`src/rtl/sync_regen_pkg.sv`:
```
package sync_regen_pkg;
  typedef struct packed {
    logic hLoad;     // reload horizontal width counter
    logic vCapture;  // sample vertical width
    logic vLoad;     // start vertical pulse from sampled width
    logic vDec;      // count one line of vertical pulse
  } syncStrobes_t;
endpackage

```
`src/rtl/sync_regen_ctrl.sv`:
```
module sync_regen_ctrl
  import sync_regen_pkg::*;
(
  input  logic         clk,
  input  logic         rstN,
  input  logic         pulseMode,
  input  logic         hStartEv,
  input  logic         vStartEv,
  output syncStrobes_t strobes
);
  logic armed;
  logic evMode;

  assign evMode = !pulseMode;

  always_comb begin
    strobes.hLoad    = evMode && hStartEv;
    strobes.vCapture = evMode && vStartEv;
    strobes.vLoad    = evMode && hStartEv && armed;
    strobes.vDec     = evMode && hStartEv && !armed;
  end

  always_ff @(posedge clk or negedge rstN) begin
    if (!rstN)                 armed <= 1'b0;
    else if (strobes.vCapture) armed <= 1'b1;
    else if (strobes.vLoad)    armed <= 1'b0;
  end
endmodule

```
`src/rtl/sync_regen_datapath.sv`:
```
module sync_regen_datapath
  import sync_regen_pkg::*;
#(
  parameter int H_WIDTH_BITS = 16,
  parameter int V_WIDTH_BITS = 16
) (
  input  logic                    clk,
  input  logic                    rstN,
  input  syncStrobes_t            strobes,
  input  logic                    hStartEv,
  input  logic                    hEndEv,
  input  logic                    vStartEv,
  input  logic                    vEndEv,
  input  logic [H_WIDTH_BITS-1:0] hWidth,
  input  logic [V_WIDTH_BITS-1:0] vWidth,
  output logic                    hCntActive,
  output logic                    vCntActive,
  output logic                    hLevel,
  output logic                    vLevel
);
  localparam logic [H_WIDTH_BITS-1:0] H_ONE = H_WIDTH_BITS'(1);
  localparam logic [V_WIDTH_BITS-1:0] V_ONE = V_WIDTH_BITS'(1);

  logic [H_WIDTH_BITS-1:0] hCnt;
  logic [V_WIDTH_BITS-1:0] vCnt;
  logic [V_WIDTH_BITS-1:0] vHold;

  assign hCntActive = (hCnt != '0);
  assign vCntActive = (vCnt != '0);

  always_ff @(posedge clk or negedge rstN) begin
    if (!rstN)             hCnt <= '0;
    else if (strobes.hLoad) hCnt <= hWidth;
    else if (hCntActive)   hCnt <= hCnt - H_ONE;
  end

  always_ff @(posedge clk or negedge rstN) begin
    if (!rstN)                 vHold <= '0;
    else if (strobes.vCapture) vHold <= vWidth;
  end

  always_ff @(posedge clk or negedge rstN) begin
    if (!rstN)                          vCnt <= '0;
    else if (strobes.vLoad)             vCnt <= vHold;
    else if (strobes.vDec && vCntActive) vCnt <= vCnt - V_ONE;
  end

  always_ff @(posedge clk or negedge rstN) begin
    if (!rstN) begin
      hLevel <= 1'b0;
      vLevel <= 1'b0;
    end else begin
      if (hStartEv)    hLevel <= 1'b1;
      else if (hEndEv) hLevel <= 1'b0;
      if (vStartEv)    vLevel <= 1'b1;
      else if (vEndEv) vLevel <= 1'b0;
    end
  end
endmodule

```
`src/rtl/sync_regen.sv`:
```
module sync_regen
  import sync_regen_pkg::*;
#(
  parameter int H_WIDTH_BITS = 16,
  parameter int V_WIDTH_BITS = 16
) (
  input  logic                    clk,
  input  logic                    rstN,
  input  logic                    pulseMode,
  input  logic                    pixValid,
  input  logic                    hStartEv,
  input  logic                    hEndEv,
  input  logic                    vStartEv,
  input  logic                    vEndEv,
  input  logic [H_WIDTH_BITS-1:0] hWidth,
  input  logic [V_WIDTH_BITS-1:0] vWidth,
  output logic                    hSync,
  output logic                    vSync,
  output logic                    de
);
  syncStrobes_t strobes;
  logic hCntActive, vCntActive, hLevel, vLevel;

  sync_regen_ctrl u_ctrl (
    .clk(clk), .rstN(rstN), .pulseMode(pulseMode),
    .hStartEv(hStartEv), .vStartEv(vStartEv), .strobes(strobes)
  );

  sync_regen_datapath #(
    .H_WIDTH_BITS(H_WIDTH_BITS), .V_WIDTH_BITS(V_WIDTH_BITS)
  ) u_dp (
    .clk(clk), .rstN(rstN), .strobes(strobes),
    .hStartEv(hStartEv), .hEndEv(hEndEv),
    .vStartEv(vStartEv), .vEndEv(vEndEv),
    .hWidth(hWidth), .vWidth(vWidth),
    .hCntActive(hCntActive), .vCntActive(vCntActive),
    .hLevel(hLevel), .vLevel(vLevel)
  );

  assign hSync = pulseMode ? hLevel : hCntActive;
  assign vSync = pulseMode ? vLevel : vCntActive;
  assign de    = pixValid && !hSync && !vSync;
endmodule

```
`config.mk`:
```
export PLATFORM = sky130hd
export DESIGN_NAME = sync_regen
export DESIGN_NICKNAME = d
export VERILOG_FILES = /design/src/rtl/sync_regen_pkg.sv /design/src/rtl/sync_regen_ctrl.sv /design/src/rtl/sync_regen_datapath.sv /design/src/rtl/sync_regen.sv
export SDC_FILE = /design/constraint.sdc
export NUM_CORES = 1
export LEC_CHECK = 0
export BUFFER_PORTS_ARGS = -buffer_cell sky130_fd_sc_hd__buf_2
export CAP_MARGIN = 25
export CORE_ASPECT_RATIO = 1.75
export CORE_MARGIN = 4
export CORE_UTILIZATION = 40
export DETAILED_ROUTE_END_ITERATION = 10
export GPL_TIMING_DRIVEN = 0
export HOLD_SLACK_MARGIN = 0.06
export MAX_ROUTING_LAYER = met4
export PLACE_DENSITY_LB_ADDON = 0.3
export SLEW_MARGIN = 20
export SYNTH_ARGS = -nofsm -noshare
export SYNTH_HDL_FRONTEND = slang
export SYNTH_HIERARCHICAL = 1
export SYNTH_SLANG_ARGS = --single-unit
```
`constraint.sdc`:
```
create_clock -name clk -period 2 [get_ports clk]
set_clock_uncertainty 0.2 [all_clocks]
set_input_delay 0 -clock clk [delete_from_list [all_inputs] [get_ports clk]]
set_output_delay 0 -clock clk [all_outputs]
set_load 0.01 [all_outputs]
```
==> results.json, run 1 <==
{
  "outcome": "finished, violations left",
  "violations": "negative setup slack",
  "cts_sinks": 51,
  "antennaDiodeCount": 0,
  "final_nets": 427,
  "slew_viol_final": 0,
  "async_reset_ff_frac": 1.00,
  "num-fill-cells": 585,
  "drive_gt1_frac": 0.329,
  "worstRegToRegCells": 7,
  "synthCells": 281,
  "ys_seq_area_frac": 0.451,
  "clock_path_buffers": 2,
  "root_buffer": "clkbuf_16",
  "rr_endpoint": "u_dp/hCnt[11]",
  "p_leak_nw": 1.70,
  "startpoint_type": "flip-flop",
  "ctsHtreeMaxLevel": 2,
  "worst_pin_slew_ns": 0.674,
  "min_period_over_period": 1.05,
  "setup_viol": 5,
  "r2r_setup_slack_ns": -0.03,
  "core_um2": 6860,
  "synthFlopType": "dfrtp_1",
  "synth_edf_count": 0,
  "tritoncts": "done",
  "synth_seq_cells": 51,
  "wirelength_um": 7600,
  "final-seq-area_um2": 1280,
  "postPlaceCellArea_um2": 3150,
  "track_usage": 0.194,
  "layout_commonest_cell": "dfrtp_1",
  "slew_headroom": 0.551,
  "synth_top_area_share": 0.451,
  "worstSetupPathType": "flip-flop to primary output",
  "dr.first_iter.drc_count": 164,
  "dp_hpwl_um": 4870,
  "most-common-layout-cells": "dfrtp_1 (49), buf_2 (39), dlygate4sd3_1 (37)",
  "syn_nets": 323,
  "first_global_vias": 2809,
  "wl_per_cell_um": 16.2,
  "critPathMaxFanout": 2,
  "grt-ovfl-total": 0,
  "path_clk_slew_ns": 0.07,
  "design_area_um2": 3990,
  "multi_input_area_um2": 1580,
  "io_buffers": 42,
  "p_per_area_nw_per_um2": 903,
  "fin_ws_ns": -0.105,
  "synth_area_leaders": "dfrtp_1 (45%), mux2_2 (7.6%), a21oi_1 (3.0%)",
  "start_util": 0.413,
  "drtAntennaViolNets": 0,
  "finalHoldViolations": 0,
  "end_kind": "primary output",
  "antenna_found_initial": 0,
  "vias_per_cell": 5.56,
  "syn_area_per_cell_um2": 10.1,
  "fmax_ghz": 0.475,
  "area_growth_pct": 40.9,
  "netlist.top_cell.by_area": "dfrtp_1",
  "drv_cap": 0,
  "die_h_um": 119,
  "worstReg2RegStart": "u_dp/hCnt[1]",
  "die_w_um": 71.6,
  "ys.warnings.count": 6,
  "grt_pass1_wl_um": 12900,
  "cts_made_buffers": 5,
  "vias": 2615,
  "peakVddDrop_mv": 0.652,
  "routabilityCongestion": 0.904,
  "drtPass1Iterations": 4,
  "pre_cts_ws_ns": -0.276,
  "grt_start_max_net_pins": 52,
  "required_ns": 1.80,
  "hold_class": "primary input to asynchronous set/reset pin",
  "rsz0062_at_grt": "yes",
  "min_period_ns": 2.10,
  "yosysUniqueCellTypes": 60,
  "die_area_um2": 8540,
  "synth_area_um2": 2830,
  "row_count": 40,
  "insertion_delay_ns": 0.29,
  "critPathArrivalTime_ns": 1.90,
  "drcViolationCount": 0,
  "top_level_ports": 43
}
-- worst max path at each step --
stage,start,to,slack [ns],cells after the start
floorplan,u_dp/hCnt[0],u_dp/hCnt[11],0.04,6
global placement,u_ctrl/armed,u_dp/vCnt[7],-0.21,5
detailed placement,u_ctrl/armed,u_dp/vCnt[7],-0.28,5
CTS,u_dp/vCnt[0],vSync,-0.11,6
global route,u_dp/hCnt[0],hSync,-0.18,8
finish,u_dp/hCnt[13],hSync,-0.10,6
-- registers in the layout (all words and copies together) (netlist names) --
name,flops
u_dp/hCnt,16
u_dp/vLevel,1
u_dp/vCnt,16
u_ctrl/armed,1
u_dp/hLevel,1
u_dp/vHold,16
-- metrics by stage --
step	total power, W	TNS, ns	instances	hold slack [ns]	util
floorplan	0.00208	0	281	-0.496	-
global placement	0.00229	-2.47	407	0.00123	0.459
detailed placement	0.00233	-3.10	407	-0.117	0.459
CTS	0.00359	-0.295	466	0.0954	0.575
global route	0.00383	-0.906	470	0.112	0.582
finish	0.00360	-0.289	470	0.0903	0.582
-- cell type report --
cell class	count	share of cell area
repair buffers	98	0.185
inverters	18	0.0176
plain buffers	10	0.0125
clock buffers	5	0.0314
multi-input cells	201	0.396
flip-flops and latches	51	0.321
clock inverters	3	0.0110
well taps	84	0.0263
-- worst max-delay path, cell delays in order (launching register included) --
cell,delay [ns]
dfrtp_1,0.43
nor4_4,0.37
and4_4,0.30
buf_8,0.11
inv_4,0.03
mux2_4,0.26
buf_6,0.12
-- synthesized netlist by cell type (all sizes together) (2+ instances only) --
cell type	n
a21o	2
a21oi	17
a22o	3
a31oi	6
and2	4
buf	2
clkbuf	9
dfrtp	51
ha	2
inv	17
mux2	19
mux2i	7
nand2	21
nand2b	2
nand3	6
nand3b	2
nand4	11
nand4b	2
nor2	19
nor2b	6
nor3	10
nor3b	4
nor4	9
nor4b	4
o21ai	9
o311ai	3
o31a	2
o31ai	5
o41ai	2
xnor2	3
xor2	5
-- kinds of logic after synthesis --
| kind of cell | synth area share |
|---|---|
| AO/OA/AOI/OAI | 0.135 |
| multiplexers | 0.100 |
| AND/OR/NAND/NOR | 0.240 |
| XOR/XNOR | 0.0248 |
| flip-flops | 0.451 |
| buffers and inverters | 0.0398 |
| adder cells (fa/ha/maj) | 0.00884 |
-- timing repair --
item / 4_1_cts / 5_1_grt
pin swaps: 9 / 9
setup buffers: 15 / 4
resized for setup: 30 / 8
hold buffers: 37 / 0
endpoints found under the setup margin: 26 / 18
endpoints found under the hold margin: 86 / 0
-- power breakdown --
| group | total (W) | internal (W) | leakage, nW | switching [W] |
|---|---|---|---|---|
| combinational | 0.00100 | 0.000555 | 1.02 | 0.000450 |
| clock | 0.000982 | 0.000591 | 0.0838 | 0.000392 |
| sequential | 0.00161 | 0.00126 | 0.593 | 0.000357 |
-- routing by layer --
metal	up-vias	track usage	routed length [µm]
met3	20	0.0253	248
li1	1242	-	-
met2	73	0.361	4290
met4	0	0.0871	281
met1	1280	0.195	2790
met5	-	-	0
No activity file was read; power rests on OpenSTA's default activity.
==> run 2: changes to the inputs <==
--- a/config.mk
+++ b/config.mk
@@ -15,6 +15,7 @@
 export HOLD_SLACK_MARGIN = 0.06
 export MAX_ROUTING_LAYER = met4
 export PLACE_DENSITY_LB_ADDON = 0.3
+export SETUP_SLACK_MARGIN = 0.15
 export SLEW_MARGIN = 20
 export SYNTH_ARGS = -nofsm -noshare
 export SYNTH_HDL_FRONTEND = slang
==> run 2 against run 1 <==
- the run still ends with negative setup slack left
- maximum frequency shrank 0.32%
- via count is 6.8% higher
- count of clock-buffer cells in the layout grew 1
- clock power down 14%
- sequential power about the same
- non-clock buffer count is 32 higher
- utilization grew 6.4 points
- register-to-register slack worse by 0.07 ns
- flip-flop and latch count unchanged
- first-iteration DRC count grew 15%
- routed wire length grew 14%
- critical path type unchanged
- critical endpoint unchanged
- largest power group unchanged
==> results.json, run 2 (synthesis results as in run 1) <==
{
  "outcome": "finished, violations left",
  "violations": "negative setup slack",
  "vias": 2793,
  "grt_start_max_net_pins": 52,
  "multi_input_area_um2": 1720,
  "critPathArrivalTime_ns": 1.91,
  "wl_per_cell_um": 17.3,
  "vias_per_cell": 5.56,
  "wirelength_um": 8700,
  "cts_sinks": 51,
  "finalHoldViolations": 0,
  "top_regs": "u_dp/hCnt: 16 flops, u_dp/vCnt: 16 flops, u_dp/vHold: 16 flops",
  "rsz0062_at_grt": "yes",
  "ctsHtreeMaxLevel": 2,
  "area_growth_pct": 56.5,
  "worstRegToRegCells": 8,
  "antenna_found_initial": 0,
  "grt-ovfl-total": 0,
  "whs_ns": 0.0797,
  "track_usage": 0.201,
  "num-fill-cells": 505,
  "startpoint_type": "flip-flop",
  "fin_ws_ns": -0.111,
  "drtPass1Iterations": 4,
  "start_util": 0.413,
  "row_count": 40,
  "die_w_um": 71.6,
  "end_kind": "primary output",
  "path_clk_slew_ns": 0.07,
  "most-common-layout-cells": "dfrtp_1 (43), buf_2 (40), dlygate4sd3_1 (37)",
  "drcViolationCount": 0,
  "min_period_over_period": 1.06,
  "worst_pin_slew_ns": 0.677,
  "required_ns": 1.80,
  "p_per_area_nw_per_um2": 870,
  "die_h_um": 119,
  "top_level_ports": 43,
  "antennaDiodeCount": 0,
  "tritoncts": "done",
  "worstReg2RegStart": "u_dp/hCnt[0]",
  "peakVddDrop_mv": 0.681,
  "fmax_ghz": 0.474,
  "die_area_um2": 8540,
  "final-seq-area_um2": 1290,
  "min_period_ns": 2.11,
  "critPathMaxFanout": 2,
  "cts_made_buffers": 5,
  "final_nets": 459,
  "routabilityCongestion": 0.921,
  "root_buffer": "clkbuf_16",
  "fin_tns_setup_ns": -0.652,
  "first_global_vias": 2833,
  "hold_class": "primary input to asynchronous set/reset pin",
  "dr.first_iter.drc_count": 189,
  "slew_viol_final": 0,
  "clock_path_buffers": 2,
  "drtAntennaViolNets": 0,
  "rr_endpoint": "u_dp/hCnt[11]",
  "p_leak_nw": 1.93,
  "drive_gt1_frac": 0.438,
  "setup_viol": 14,
  "grt_pass1_wl_um": 13200,
  "layout_commonest_cell": "dfrtp_1",
  "core_um2": 6860,
  "insertion_delay_ns": 0.29,
  "worstSetupPathType": "flip-flop to primary output",
  "drv_cap": 0,
  "slew_headroom": 0.549,
  "dp_hpwl_um": 4930,
  "r2r_setup_slack_ns": -0.10,
  "io_buffers": 42,
  "utilization": 0.646
}
[run 2: timing repair]
action	4_1_cts	5_1_grt
pin swaps	22	22
hold endpoints to repair	86	0
setup endpoints to repair	34	31
buffers inserted	34	16
gates resized for setup	53	42
hold buffers	37	0
[run 2: worst max path at each step]
stage / from / to / cells past startpoint
4_1_cts: u_dp/hCnt[0] / hSync / 8
2_1_floorplan: u_dp/vCnt[0] / u_dp/vCnt[8] / 6
5_1_grt: u_dp/hCnt[0] / hSync / 8
3_3_place_gp: u_dp/hCnt[4] / de / 7
3_5_place_dp: u_dp/hCnt[4] / de / 7
6_report: u_dp/hCnt[0] / hSync / 8
[run 2: layout make-up]
class,instances,area share
multi-input cells,201,0.388
flip-flops and latches,51,0.290
repair buffers,129,0.237
clock buffers,6,0.0291
well taps,84,0.0237
inverters,18,0.0161
plain buffers,11,0.0133
clock inverters,2,0.00283
[run 2: worst max-delay path, cell delays in order (launching register included)]
cell     delay, ns
dfrtp_1       0.41
inv_2         0.09
ha_4          0.13
nor4b_4       0.18
and4_4        0.28
buf_8         0.11
inv_4         0.03
mux2_4        0.26
buf_6         0.12
[run 2: power breakdown]
group / internal [W] / switching (W)
Clock: 0.000463 / 0.000385
Combinational: 0.000773 / 0.000595
Sequential: 0.00127 / 0.000370
Total: 0.00250 / 0.00135
[run 2: through the flow]
step | total power (W) | std cells | area (µm²) | setup slack [ns]
after floorplan | 0.00212 | 281 | 2870 | 0.154
after global placement | 0.00233 | 407 | 3180 | -0.107
after detailed placement | 0.00237 | 407 | 3180 | -0.169
after CTS | 0.00361 | 486 | 4160 | -0.0659
after global routing | 0.00405 | 502 | 4430 | -0.170
final | 0.00385 | 502 | 4430 | -0.111
[run 2: per-layer routing]
metal | track usage | vias up | routed length [µm]
met1 | 0.197 | 1382 | 3160
met5 | - | - | 0
met2 | 0.370 | 84 | 4870
met4 | 0.105 | 0 | 350
li1 | - | 1299 | -
met3 | 0.0296 | 28 | 318
==> run 3: changes to the inputs <==
--- a/config.mk
+++ b/config.mk
@@ -5,17 +5,16 @@
 export SDC_FILE = /design/constraint.sdc
 export NUM_CORES = 1
 export LEC_CHECK = 0
-export BUFFER_PORTS_ARGS = -buffer_cell sky130_fd_sc_hd__buf_2
 export CAP_MARGIN = 25
 export CORE_ASPECT_RATIO = 1.75
 export CORE_MARGIN = 4
-export CORE_UTILIZATION = 40
+export CORE_UTILIZATION = 57
 export DETAILED_ROUTE_END_ITERATION = 10
+export DONT_BUFFER_PORTS = 1
 export GPL_TIMING_DRIVEN = 0
 export HOLD_SLACK_MARGIN = 0.06
 export MAX_ROUTING_LAYER = met4
 export PLACE_DENSITY_LB_ADDON = 0.3
-export SETUP_SLACK_MARGIN = 0.15
 export SLEW_MARGIN = 20
 export SYNTH_ARGS = -nofsm -noshare
 export SYNTH_HDL_FRONTEND = slang
==> run 3 against run 2 <==
- the run still ends with negative setup slack left
- utilization rose by 18 points
- clock power shrank 23%
- worst hold slack got worse by 0.017 ns
- critical path type unchanged
- largest cell class unchanged
==> results.json, run 3 (synthesis results as in run 1) <==
{
  "outcome": "finished, violations left",
  "violations": "negative setup slack",
  "drtAntennaViolNets": 0,
  "die_h_um": 101,
  "drtPass1Iterations": 5,
  "worst_hold_path.num_cells": 3,
  "final_nets": 407,
  "slew_headroom": 0.582,
  "hold_class": "primary input to flip-flop",
  "p_leak_nw": 1.63,
  "antennaDiodeCount": 0,
  "r2r_setup_slack_ns": -0.01,
  "min_period_over_period": 1.03,
  "utilization": 0.830,
  "core_um2": 4750,
  "most-common-layout-cells": "dlygate4sd3_1 (47), dfrtp_1 (47), buf_4 (28)",
  "area_growth_pct": 39.3,
  "wl_per_cell_um": 19.5,
  "rr_endpoint": "u_dp/vCnt[0]",
  "top_regs": "u_dp/hCnt: 16 flops, u_dp/vCnt: 16 flops, u_dp/vHold: 16 flops",
  "routabilityCongestion": 0.849,
  "fin_tns_setup_ns": -0.0958,
  "tritoncts": "done",
  "total_power_w": 0.00346,
  "slew_viol_final": 0,
  "die_area_um2": 6200,
  "start_util": 0.596,
  "critPathArrivalTime_ns": 1.85,
  "top_level_ports": 43,
  "min_period_ns": 2.05,
  "p_per_area_nw_per_um2": 878,
  "first_global_vias": 2823,
  "worstSetupPathType": "flip-flop to primary output",
  "setup_viol": 6,
  "insertion_delay_ns": 0.30,
  "worst_pin_slew_ns": 0.626,
  "min-delay-start": "pulseMode",
  "root_buffer": "clkbuf_8",
  "vias": 2673,
  "vias_per_cell": 6.39,
  "critPathMaxFanout": 4,
  "fin_ws_ns": -0.0511,
  "end_kind": "primary output",
  "row_count": 33,
  "worstReg2RegStart": "u_dp/vCnt[3]",
  "required_ns": 1.80,
  "ctsHtreeMaxLevel": 2,
  "grt-ovfl-total": 0,
  "cts_sinks": 51,
  "fmax_ghz": 0.488,
  "min_to": "u_dp/vHold[9]",
  "cts_made_buffers": 5,
  "die_w_um": 61.3,
  "drv_cap": 0,
  "crit_start": "u_dp/hCnt[0]",
  "peakVddDrop_mv": 0.926,
  "io_buffers": 0,
  "whs_ns": 0.0627,
  "pre_cts_ws_ns": -0.238,
  "rsz0062_at_grt": "yes",
  "grt_start_max_net_pins": 52,
  "grt_pass1_wl_um": 12700,
  "antenna_found_initial": 0,
  "track_usage": 0.279,
  "path_clk_slew_ns": 0.09,
  "drive_gt1_frac": 0.284,
  "wirelength_um": 8160,
  "worstRegToRegCells": 5,
  "dp_hpwl_um": 4550,
  "drcViolationCount": 0,
  "clock_path_buffers": 2,
  "startpoint_type": "flip-flop",
  "finalHoldViolations": 0,
  "dr.first_iter.drc_count": 113
}
-- run 3: report_power, final --
group | leakage (nW) | internal (W) | switching, W
sequential | 0.591 | 0.00126 | 0.000363
combinational | 0.985 | 0.000645 | 0.000540
clock | 0.0515 | 0.000317 | 0.000338
total | 1.63 | 0.00222 | 0.00124
-- run 3: worst max-delay path, cell delays in order (launching register included) --
cell,delay (ns)
dfrtp_1,0.41
inv_2,0.09
ha_4,0.15
nor4b_4,0.18
and4_4,0.27
buf_8,0.11
inv_4,0.03
nor3_2,0.13
o21a_1,0.17
-- run 3: cell type report --
class	count	area, µm²
sequential	51	1280
timing repair buffer	79	747
buffer	9	46.3
inverter	18	73.8
tap	52	65.1
clock buffer	8	100
fill	252	806
multi-input combinational	201	1630
-- run 3: repair_timing --
item / 4_1_cts / 5_1_grt
buffers inserted: 17 / 14
cloned: 0 / 0
hold buffers: 49 / 0
endpoints found under the hold margin: 90 / 0
gates resized for setup: 26 / 28
endpoints found under the setup margin: 22 / 31
pin swaps: 12 / 16
-- run 3: routing by layer --
metal / share of wire / global-route usage
met3: 0.044 / 0.0472
met4: 0.050 / 0.134
met5: 0 / -
met2: 0.56 / 0.499
met1: 0.34 / 0.279
-- run 3: worst max-delay path by stage --
stage / slack (ns) / to / cells after the start
after global placement: -0.18 / u_dp/vCnt[15] / 5
after global routing: -0.16 / de / 8
after floorplan: 0.04 / u_dp/hCnt[11] / 6
after detailed placement: -0.24 / u_dp/vCnt[15] / 5
after CTS: -0.06 / de / 8
final: -0.05 / de / 8
-- run 3: per-stage QoR --
| stage | area, µm² | instances |
|---|---|---|
| 2_1_floorplan | 2830 | 281 |
| 3_3_place_gp | 2900 | 333 |
| 3_5_place_dp | 2900 | 333 |
| 4_1_cts | 3750 | 407 |
| 5_1_grt | 3940 | 418 |
| 6_report | 3940 | 418 |
